## config.mk

```make
export PLATFORM = sky130hd
export DESIGN_NAME = seg_desc_loader
export DESIGN_NICKNAME = d
export VERILOG_FILES = /design/src/rtl/seg_ld_pkg.sv /design/src/rtl/seg_idx_check.sv /design/src/rtl/seg_desc_decode.sv /design/src/rtl/seg_access_rules.sv /design/src/rtl/seg_desc_loader.sv
export SDC_FILE = /design/constraint.sdc
export NUM_CORES = 1
export LEC_CHECK = 0
export ABC_CLOCK_PERIOD_IN_PS = 3300
export BUFFER_PORTS_ARGS = -buffer_cell sky130_fd_sc_hd__buf_4
export CAP_MARGIN = 10
export CORE_ASPECT_RATIO = 1.4
export CORE_UTILIZATION = 49
export DETAILED_ROUTE_END_ITERATION = 7
export PLACE_DENSITY = 0.76
export SLEW_MARGIN = 20
export SYNTH_ARGS = -nofsm -noshare
export SYNTH_HDL_FRONTEND = slang
export SYNTH_HIERARCHICAL = 1
export SYNTH_SLANG_ARGS = --single-unit
```

## constraint.sdc

```tcl
create_clock -name clk -period 3.3 [get_ports clk]
set_clock_uncertainty 0.1 [all_clocks]
set_input_delay 0.66 -clock clk [delete_from_list [all_inputs] [get_ports clk]]
set_output_delay 0.66 -clock clk [all_outputs]
set_load 0.02 [all_outputs]
```

## src/rtl/seg_ld_pkg.sv

```systemverilog
package seg_ld_pkg;

  typedef enum logic [1:0] {
    USE_EXEC  = 2'd0,
    USE_READ  = 2'd1,
    USE_WRITE = 2'd2
  } use_e;

  typedef enum logic [2:0] {
    ST_IDLE,
    ST_CHECK_INDEX,
    ST_READ_LO,
    ST_READ_HI,
    ST_CHECK_ACCESS,
    ST_DONE,
    ST_FAULT
  } ld_state_e;

  localparam logic [1:0] FC_NONE = 2'd0;
  localparam logic [1:0] FC_GP   = 2'd1;
  localparam logic [1:0] FC_NP   = 2'd2;

  localparam int WORD_W      = 32;
  localparam int ENTRY_SHIFT = 3;
  localparam int LIM_W       = 20;
  localparam int ACC_W       = 8;
  localparam int FLAG_W      = 4;
  localparam int ATTR_W      = FLAG_W + ACC_W;

endpackage

```

## src/rtl/seg_idx_check.sv

```systemverilog
module seg_idx_check #(
  parameter int IDX_W  = 13,
  parameter int SIZE_W = 16
) (
  input  logic [IDX_W-1:0]  idx_i,
  input  logic [SIZE_W-1:0] size_i,
  output logic              is_null_o,
  output logic              out_of_range_o
);
  import seg_ld_pkg::*;

  localparam int END_W = IDX_W + ENTRY_SHIFT;
  localparam int CMP_W = ((END_W > SIZE_W) ? END_W : SIZE_W) + 1;

  logic [CMP_W-1:0] last_byte;
  logic [CMP_W-1:0] size_ext;

  // Last byte of the entry: index*8 + 7.
  assign last_byte = CMP_W'({idx_i, {ENTRY_SHIFT{1'b1}}});
  assign size_ext  = CMP_W'(size_i);

  assign is_null_o      = (idx_i == '0);
  assign out_of_range_o = (last_byte > size_ext);

endmodule

```

## src/rtl/seg_desc_decode.sv

```systemverilog
module seg_desc_decode #(
  parameter int PAGE_SHIFT = 12
) (
  input  logic [31:0]                  lo_i,
  input  logic [31:0]                  hi_i,
  output logic [31:0]                  base_o,
  output logic [31:0]                  limit_o,
  output logic [seg_ld_pkg::ATTR_W-1:0] attr_o,
  output logic                         present_o,
  output logic [1:0]                   dpl_o,
  output logic                         is_seg_o,
  output logic                         is_code_o,
  output logic                         dc_o,
  output logic                         rw_o
);
  import seg_ld_pkg::*;

  logic [LIM_W-1:0]  raw_limit;
  logic [ACC_W-1:0]  acc;
  logic [FLAG_W-1:0] flags;
  logic              gran;
  logic [31:0]       lim_ext;

  assign raw_limit = {hi_i[19:16], lo_i[15:0]};
  assign acc       = hi_i[15:8];
  assign flags     = hi_i[23:20];
  assign gran      = flags[FLAG_W-1];

  assign base_o  = {hi_i[31:24], hi_i[7:0], lo_i[31:16]};
  assign lim_ext = {{(32-LIM_W){1'b0}}, raw_limit};

  // Page-granular limits fill the low PAGE_SHIFT bits with ones.
  always_comb begin
    if (gran) limit_o = (lim_ext << PAGE_SHIFT) | ((32'd1 << PAGE_SHIFT) - 32'd1);
    else      limit_o = lim_ext;
  end

  assign attr_o    = {flags, acc};
  assign present_o = acc[7];
  assign dpl_o     = acc[6:5];
  assign is_seg_o  = acc[4];
  assign is_code_o = acc[3];
  assign dc_o      = acc[2];
  assign rw_o      = acc[1];

endmodule

```

## src/rtl/seg_access_rules.sv

```systemverilog
module seg_access_rules (
  input  logic [1:0] cpl_i,
  input  logic [1:0] use_i,
  input  logic       present_i,
  input  logic [1:0] dpl_i,
  input  logic       is_seg_i,
  input  logic       is_code_i,
  input  logic       dc_i,
  input  logic       rw_i,
  output logic       gp_o,
  output logic       np_o
);
  import seg_ld_pkg::*;

  logic use_bad;
  logic priv_bad;

  always_comb begin
    use_bad  = 1'b0;
    priv_bad = 1'b0;
    if (is_code_i) begin
      unique case (use_i)
        USE_EXEC: use_bad = 1'b0;
        USE_READ: use_bad = !rw_i;
        default:  use_bad = 1'b1;
      endcase
      if (dc_i) priv_bad = (cpl_i < dpl_i);
      else      priv_bad = (cpl_i != dpl_i);
    end else begin
      unique case (use_i)
        USE_EXEC: use_bad = 1'b1;
        USE_READ: use_bad = 1'b0;
        default:  use_bad = !rw_i;
      endcase
      priv_bad = (dpl_i < cpl_i);
    end
  end

  // Protection problems take precedence over absence.
  assign gp_o = !is_seg_i || use_bad || priv_bad;
  assign np_o = !gp_o && !present_i;

endmodule

```

## src/rtl/seg_desc_loader.sv

```systemverilog
module seg_desc_loader #(
  parameter int IDX_W  = 13,
  parameter int SIZE_W = 16
) (
  input  logic                          clk,
  input  logic                          rst_n,
  input  logic [31:0]                   tbl_base,
  input  logic [SIZE_W-1:0]             tbl_size,
  input  logic                          req_valid,
  input  logic [IDX_W-1:0]              req_index,
  input  logic [1:0]                    req_cpl,
  input  logic [1:0]                    req_use,
  output logic                          busy,
  output logic                          done,
  output logic                          fault,
  output logic [1:0]                    fault_code,
  output logic                          mem_rd_req,
  output logic [31:0]                   mem_rd_addr,
  input  logic                          mem_rd_valid,
  input  logic [31:0]                   mem_rd_data,
  output logic                          cache_valid,
  output logic [31:0]                   cache_base,
  output logic [31:0]                   cache_limit,
  output logic [seg_ld_pkg::ATTR_W-1:0] cache_attr
);
  import seg_ld_pkg::*;

  localparam int OFS_W = IDX_W + ENTRY_SHIFT;

  ld_state_e         state_q, state_d;
  logic [IDX_W-1:0]  idx_q, idx_d;
  logic [1:0]        cpl_q, cpl_d;
  logic [1:0]        use_q, use_d;
  logic [31:0]       tb_q, tb_d;
  logic [31:0]       lo_q, lo_d;
  logic [31:0]       hi_q, hi_d;
  logic [1:0]        fc_q, fc_d;
  logic              cv_q, cv_d;
  logic [31:0]       cb_q, cb_d;
  logic [31:0]       cl_q, cl_d;
  logic [ATTR_W-1:0] ca_q, ca_d;

  logic              idx_null, idx_oor;
  logic [31:0]       dec_base, dec_limit;
  logic [ATTR_W-1:0] dec_attr;
  logic              dec_present, dec_seg, dec_code, dec_dc, dec_rw;
  logic [1:0]        dec_dpl;
  logic              rule_gp, rule_np;
  logic [OFS_W-1:0]  entry_ofs;

  seg_idx_check #(.IDX_W(IDX_W), .SIZE_W(SIZE_W)) u_idx (
    .idx_i          (idx_q),
    .size_i         (tbl_size),
    .is_null_o      (idx_null),
    .out_of_range_o (idx_oor)
  );

  seg_desc_decode #(.PAGE_SHIFT(12)) u_dec (
    .lo_i      (lo_q),
    .hi_i      (hi_q),
    .base_o    (dec_base),
    .limit_o   (dec_limit),
    .attr_o    (dec_attr),
    .present_o (dec_present),
    .dpl_o     (dec_dpl),
    .is_seg_o  (dec_seg),
    .is_code_o (dec_code),
    .dc_o      (dec_dc),
    .rw_o      (dec_rw)
  );

  seg_access_rules u_rules (
    .cpl_i     (cpl_q),
    .use_i     (use_q),
    .present_i (dec_present),
    .dpl_i     (dec_dpl),
    .is_seg_i  (dec_seg),
    .is_code_i (dec_code),
    .dc_i      (dec_dc),
    .rw_i      (dec_rw),
    .gp_o      (rule_gp),
    .np_o      (rule_np)
  );

  // Next-state and data-path enables.
  always_comb begin
    state_d = state_q;
    idx_d   = idx_q;
    cpl_d   = cpl_q;
    use_d   = use_q;
    tb_d    = tb_q;
    lo_d    = lo_q;
    hi_d    = hi_q;
    fc_d    = fc_q;
    cv_d    = cv_q;
    cb_d    = cb_q;
    cl_d    = cl_q;
    ca_d    = ca_q;
    unique case (state_q)
      ST_IDLE: begin
        if (req_valid) begin
          idx_d   = req_index;
          cpl_d   = req_cpl;
          use_d   = req_use;
          tb_d    = tbl_base;
          state_d = ST_CHECK_INDEX;
        end
      end
      ST_CHECK_INDEX: begin
        if (idx_null) begin
          if (use_q == USE_EXEC) begin
            fc_d    = FC_GP;
            state_d = ST_FAULT;
          end else begin
            cv_d    = 1'b0;
            fc_d    = FC_NONE;
            state_d = ST_DONE;
          end
        end else if (idx_oor) begin
          fc_d    = FC_GP;
          state_d = ST_FAULT;
        end else begin
          state_d = ST_READ_LO;
        end
      end
      ST_READ_LO: begin
        if (mem_rd_valid) begin
          lo_d    = mem_rd_data;
          state_d = ST_READ_HI;
        end
      end
      ST_READ_HI: begin
        if (mem_rd_valid) begin
          hi_d    = mem_rd_data;
          state_d = ST_CHECK_ACCESS;
        end
      end
      ST_CHECK_ACCESS: begin
        if (rule_gp) begin
          fc_d    = FC_GP;
          state_d = ST_FAULT;
        end else if (rule_np) begin
          fc_d    = FC_NP;
          state_d = ST_FAULT;
        end else begin
          cv_d    = 1'b1;
          cb_d    = dec_base;
          cl_d    = dec_limit;
          ca_d    = dec_attr;
          fc_d    = FC_NONE;
          state_d = ST_DONE;
        end
      end
      ST_DONE:  state_d = ST_IDLE;
      ST_FAULT: state_d = ST_IDLE;
      default:  state_d = ST_IDLE;
    endcase
  end

  // Register process.
  always_ff @(posedge clk or negedge rst_n) begin
    if (!rst_n) begin
      state_q <= ST_IDLE;
      idx_q   <= '0;
      cpl_q   <= '0;
      use_q   <= '0;
      tb_q    <= '0;
      lo_q    <= '0;
      hi_q    <= '0;
      fc_q    <= FC_NONE;
      cv_q    <= 1'b0;
      cb_q    <= '0;
      cl_q    <= '0;
      ca_q    <= '0;
    end else begin
      state_q <= state_d;
      idx_q   <= idx_d;
      cpl_q   <= cpl_d;
      use_q   <= use_d;
      tb_q    <= tb_d;
      lo_q    <= lo_d;
      hi_q    <= hi_d;
      fc_q    <= fc_d;
      cv_q    <= cv_d;
      cb_q    <= cb_d;
      cl_q    <= cl_d;
      ca_q    <= ca_d;
    end
  end

  assign entry_ofs = {idx_q, {ENTRY_SHIFT{1'b0}}};

  assign busy        = (state_q != ST_IDLE);
  assign done        = (state_q == ST_DONE);
  assign fault       = (state_q == ST_FAULT);
  assign fault_code  = fc_q;
  assign mem_rd_req  = (state_q == ST_READ_LO) || (state_q == ST_READ_HI);
  assign mem_rd_addr = tb_q + 32'(entry_ofs) + ((state_q == ST_READ_HI) ? 32'd4 : 32'd0);
  assign cache_valid = cv_q;
  assign cache_base  = cb_q;
  assign cache_limit = cl_q;
  assign cache_attr  = ca_q;

endmodule

```

# --- Word level (Yosys, flattened, before mapping) ---
# Cells that the tools add are included.
word_totals:
  ff_bits: 195
  out_inout_bits: 115
  elab_cells: 82
classes:
  n_addsub: 2
  order_cmp: 3
  n_eq_ne: 16
  muxes: 27
  bitwise_logic: 2
  reduce_logical: 20
op_table:
  columns: ["op", "count"]
  rows:
  - ["32-bit by 16-bit adder with 32-bit output", 1]
  - ["32-bit by 3-bit adder with 32-bit output", 1]
  - ["32-bit two-way mux", 1]
  - ["3-bit two-way mux", 6]
  - ["16-bit greater-than comparator", 1]
  - ["3-bit one-hot mux with 5 select lines", 1]
  - ["2-bit two-way mux", 7]
  - ["2-bit inequality test (second input constant)", 7]
  - ["13-bit zero test", 1]
  - ["3-bit == test (second input constant)", 3]
  - ["1-bit two-way mux", 8]
  - ["2-bit AND reduction", 4]
  - ["3-bit by 2-bit == test with 1-bit output (second input constant)", 2]
  - ["1-bit one-hot mux with 2 select lines", 3]
  - ["3-bit AND reduction", 2]
  - ["5-bit AND reduction", 1]
  - ["1-bit zero test", 4]
  - ["2-bit < comparator", 2]
  - ["2-bit one-hot mux with 2 select lines", 1]
  - ["3-bit by 1-bit == test with 1-bit output (second input constant)", 1]
  - ["3-bit zero test", 1]
  - ["1-bit logical OR", 3]
  - ["3-bit inequality test (second input constant)", 1]
  - ["3-bit nonzero test", 1]
  - ["6 further kinds", 7]

# --- Logic depth before layout (Yosys ltp) ---
logic_depth:
  ltp_word: 10
  mapped_depth: 13

# --- Cells and area by module ---
# Netlist, hierarchy kept.
modules_own_cells:
  columns: ["module", "instances", "cells_per_inst", "area_each_um2", "seq_area_each_um2"]
  rows:
  - ["seg_desc_loader", 1, 594, 8336.7, 4879.7]
  - ["seg_desc_decode", 1, 86, 669.4, 0.0]
  - ["seg_idx_check", 1, 52, 357.8, 0.0]
  - ["seg_access_rules", 1, 15, 112.6, 0.0]

# --- Least setup slack after synthesis ---
# OpenSTA, ideal clock, no wires.
synth_path:
  kind: "reg2out"
  from: "register state_q[2]"
  to: "output port mem_rd_addr[30]"
  t_arrival_ns: 3.142
  setup_slack_ns: -0.602
  path_stages_with_launch: 14
  cell_sequence: "dfrtp_1 -> clkbuf_1 -> nor2b_1 -> and2_1 -> ha_1 -> inv_1 -> fa_1 -> and2b_1 -> o21ai_1 -> a21oi_2 -> o2111ai_1 -> a41oi_2 -> nand4_1 -> xnor2_1"
synth_between:
  elab_chain_len: 3
synth_rtl:
  columns: ["item", "line", "source"]
  rows:
  - ["start, declared", "seg_desc_loader.sv:30", "ld_state_e state_q, state_d;"]
  - ["start signal, assigned", "seg_desc_loader.sv:176", "state_q <= state_d;"]
  - ["3-bit by 2-bit == test with 1-bit output", "seg_desc_loader.sv:198", "assign mem_rd_addr = tb_q + 32'(entry_ofs) + ((state_q == ST_READ_HI) ? 32'd4 : 32'd0);"]
  - ["3-bit two-way mux", "seg_desc_loader.sv:198", null]
  - ["32-bit by 3-bit adder with 32-bit output", "seg_desc_loader.sv:198", null]
  - ["end, declared", "seg_desc_loader.sv:18", "output logic [31:0] mem_rd_addr,"]
# No other way between the ends.

# --- Worst setup path after layout ---
layout_path:
  from: "register state_q[2]"
  to: "output port mem_rd_addr[26]"
# The elaborated chain is that of the path after synthesis.

==> impl_results.md <==
- Antenna violations before repair: 0
- Static power due to leakage: 5.96 nW
- Cell accounting for the most synthesized area: sky130_fd_sc_hd__dfrtp_1
- Final cycle utilization of the critical path: 117%
- Full die area: 19900 sq um
- Number of cells in the finished layout apart from fillers: 1197
- Startpoint of the worst setup timing path: state_q[2]
- Post-synthesis register bit count: 195
- Fill cell count: 1473
- PnR Total Power: 13.0 mW
- Worst IR drop on VDD: 0.560 mV
- Drc violations: 0
- Endpoint arrival time on the critical path: 3.09 ns
- Switching pwr: 5.12 mW
- Tightest slew margin relative to the limit: 52.5%
- Layout cell share with drive strength beyond 1: 57.0%
- DRT Wirelength: 20900 um
- Type of the most critical hold path: in -> async
- Growth of design area from synthesis to finish: 27.6%
- Clock latency on the worst-skew pair: 0.43 ns
- Final setup violation count: 21
- Clock buffers created by TritonCTS: 17
- Tightest Pin Transition: 0.712 ns
- Startpoint kind of the worst setup timing path: register
- Slack of the critical path: -0.553 ns
- Total GRT Usage: 21.8%
- Antenna cells: 0
- Post-layout instance area: 12100 sq um
- Critical path start-end classification: reg -> out
- Buffer type at the clock tree root: sky130_fd_sc_hd__clkbuf_16
- Horizontal extent of the die: 120 um
- Cell count after synthesis: 747
- Post-layout nets: 1071
- Element type at the critical path end: output pin
- Clock H-tree levels: 4
- Critical path peak fanout: 6
- Clock tree from TritonCTS: done
- Proportion of synthesized chip area in sequential cells: 51.5%
- Post-synth design cell area: 9480 sq um
- Routed wirelength normalized by instance count: 17.4 um
- Number of routed nets with antenna violations: 0
- Top cells by area in the synthesized netlist: sky130_fd_sc_hd__dfrtp_1 (51%), sky130_fd_sc_hd__mux2_2 (22%), sky130_fd_sc_hd__buf_4 (4.5%), sky130_fd_sc_hd__ha_1 (3.8%), sky130_fd_sc_hd__xnor2_1 (1.3%)
- Instance area at placement: 11100 sq um
- Area taken by multi-input logic gates: 4210 sq um
- Register area: 4880 sq um
- Power per unit of standard cell area: 1070 nW/um^2
- Average vias per placed instance: 5.21
- Final Max Slew Viols: 0
- Setup repair after global routing missed its margin: yes
- Number of enable-type register cells in the synthesized netlist: 0
- CTS Sinks: 195
- Result of the run: complete, but fails checks
- Synth warnings: 6
- Vertical die dimension: 167 um
- Core ar.: 18800 sq um
- Post-synth net total: 878
- Proportion of synthesized flip-flops having asynchronous set or reset: 100%
- R2R setup slack: 0.49 ns
- Number of buffers inserted by hold repair at cts: 0
- Switching power share of the total: 39.5%
- Flop pwr share: 32.1%
- Reg clk slew, reported paths: 0.08 ns
- Distinct cells, synth: 60
- Worst R2R Start: hi_q[14]
- Logic pwr share: 51.7%
- Starting utilization of the core area: 50.5%
- Utilization after layout: 64.5%
- Pin count of the biggest net entering global routing: 70
- Iter 0 DRT Violations: 287
- Internal portion of total power: 7.85 mW
- Endpoint of the worst-slack reg-to-reg timing path: cache_base[19]
- Bufs on Longest Clock Path: 2
- Remaining global-route overflow: 0
- Total I/O pin count: 216
- Via count of the routed design: 6235
- Final Hold Viols: 0
- Max-cap violations: 0
- Worst R2R Path Depth: 8
- Top library cells by usage in the layout, fill and taps aside: sky130_fd_sc_hd__buf_4 (244), sky130_fd_sc_hd__dfrtp_1 (193), sky130_fd_sc_hd__mux2_2 (184), sky130_fd_sc_hd__inv_1 (28), sky130_fd_sc_hd__nand2_1 (27)
- Num rows: 59
- Count of input and output buffers: 215
- Detailed Routing Iterations Pass 1: 4
- Highest attainable clock frequency: 0.260 GHz
- Most used DFF post-synth: sky130_fd_sc_hd__dfrtp_1
- Most frequent standard cell in the layout excluding fill and tap cells: sky130_fd_sc_hd__buf_4
- Post-synthesis area per instance: 12.7 sq um
- Proportion of netlist area held by the largest area contributor: 51.5%
- Data required time at the worst endpoint: 2.54 ns
- Global-route wire length before repair: 34000 um
- Number of instances in the placed design: 1147
- Share of total power in the clock network: 16.2%
- Placer's final routability congestion estimate: 0.856
- Violated checks: negative setup slack
- Min Tclk post-route: 3.85 ns
- Final HPWL from detailed placement: 15000 um
- Number of global-route vias before repair: 6655
==> stage by stage <==
step / setup slack, ns / hold slack (ns) / TNS (ns)
after floorplan: -0.143 / 0.264 / -0.450
after global placement: -0.0463 / 0.366 / -0.0648
after detailed placement: -0.125 / 0.372 / -0.428
after CTS: -0.554 / 0.0950 / -6.01
after global routing: -0.685 / 0.115 / -9.03
final: -0.553 / 0.0884 / -6.37
==> state kept, by name, indices dropped and copies added (netlist names), 3 cells and up <==
signal       cells
tb_q            32
state_q          3
idx_q           13
lo_q            32
hi_q            32
cache_base      32
cache_attr      12
cache_limit     32
==> kinds of logic after synthesis <==
group,Yosys count,synth area share (%)
compound gates,65,4.83
xor+xnor,26,2.40
simple gates,129,7.21
buf+inv,109,6.85
fa+ha+maj,30,4.04
flops,195,51.5
mux,193,23.2
==> layout make-up <==
| type | instances | area share [%] |
|---|---|---|
| flip-flops and latches | 195 | 40.4 |
| multi-input cells | 443 | 34.8 |
| repair buffers | 254 | 16.2 |
| clock buffers | 18 | 3.63 |
| well taps | 244 | 2.52 |
| clock inverters | 14 | 1.49 |
| inverters | 29 | 0.900 |
==> worst max path at each step <==
stage | end | slack, ns | cells past startpoint
3_3_place_gp | mem_rd_addr[30] | -0.05 | 14
4_1_cts | mem_rd_addr[30] | -0.55 | 14
2_1_floorplan | mem_rd_addr[30] | -0.14 | 13
5_1_grt | mem_rd_addr[30] | -0.68 | 14
3_5_place_dp | mem_rd_addr[30] | -0.12 | 14
6_report | mem_rd_addr[26] | -0.55 | 15
==> timing repair <==
item / 4_1_cts / 5_1_grt
resized for setup: 33 / 14
setup endpoints to repair: 21 / 22
buffers inserted: 12 / 7
pin swaps: 21 / 27
==> power by group through the flow <==
stage	combinational (mW)	clock [mW]	sequential, mW
finish	6.71	2.10	4.16
global route	7.20	2.25	4.31
CTS	6.63	2.16	4.17
detailed placement	6.23	0	4.20
global placement	6.10	0	4.16
floorplan	4.30	0	4.31
==> worst max-delay path: stages, from the launching register on <==
cell and delay [ns]:
sky130_fd_sc_hd__dfrtp_1 0.41, sky130_fd_sc_hd__nor2b_4 0.12, sky130_fd_sc_hd__and2_4 0.15, sky130_fd_sc_hd__ha_4 0.13, sky130_fd_sc_hd__inv_2 0.03, sky130_fd_sc_hd__fa_2 0.33, sky130_fd_sc_hd__and2b_1 0.21, sky130_fd_sc_hd__o21ai_2 0.06
sky130_fd_sc_hd__a21oi_2 0.18, sky130_fd_sc_hd__o2111ai_2 0.18, sky130_fd_sc_hd__a41oi_2 0.25, sky130_fd_sc_hd__buf_6 0.15, sky130_fd_sc_hd__buf_4 0.11, sky130_fd_sc_hd__nand2_4 0.05, sky130_fd_sc_hd__xnor2_2 0.14, sky130_fd_sc_hd__buf_4 0.16
==> per-layer routing <==
layer	vias up	part of all wire (%)	global-route usage (%)
li1	2941	-	-
met2	176	52	38.7
met3	19	6.1	6.03
met4	0	1.7	7.23
met5	-	0	0
met1	3099	40	24.9
==> cell usage after synthesis, types with 10 or more instances <==
master                    count
sky130_fd_sc_hd__nand3_1     10
sky130_fd_sc_hd__xnor2_1     14
sky130_fd_sc_hd__or2_2       13
sky130_fd_sc_hd__inv_1       29
sky130_fd_sc_hd__o21ai_0     16
sky130_fd_sc_hd__and2_1      11
sky130_fd_sc_hd__nor2_1      27
sky130_fd_sc_hd__a21oi_1     16
sky130_fd_sc_hd__dfrtp_1    195
sky130_fd_sc_hd__ha_1        29
sky130_fd_sc_hd__nand2_1     30
sky130_fd_sc_hd__buf_4       57
sky130_fd_sc_hd__xor2_1      12
sky130_fd_sc_hd__mux2_2     184
sky130_fd_sc_hd__buf_2       13
Note: power is estimated with default switching activity, not from simulation.
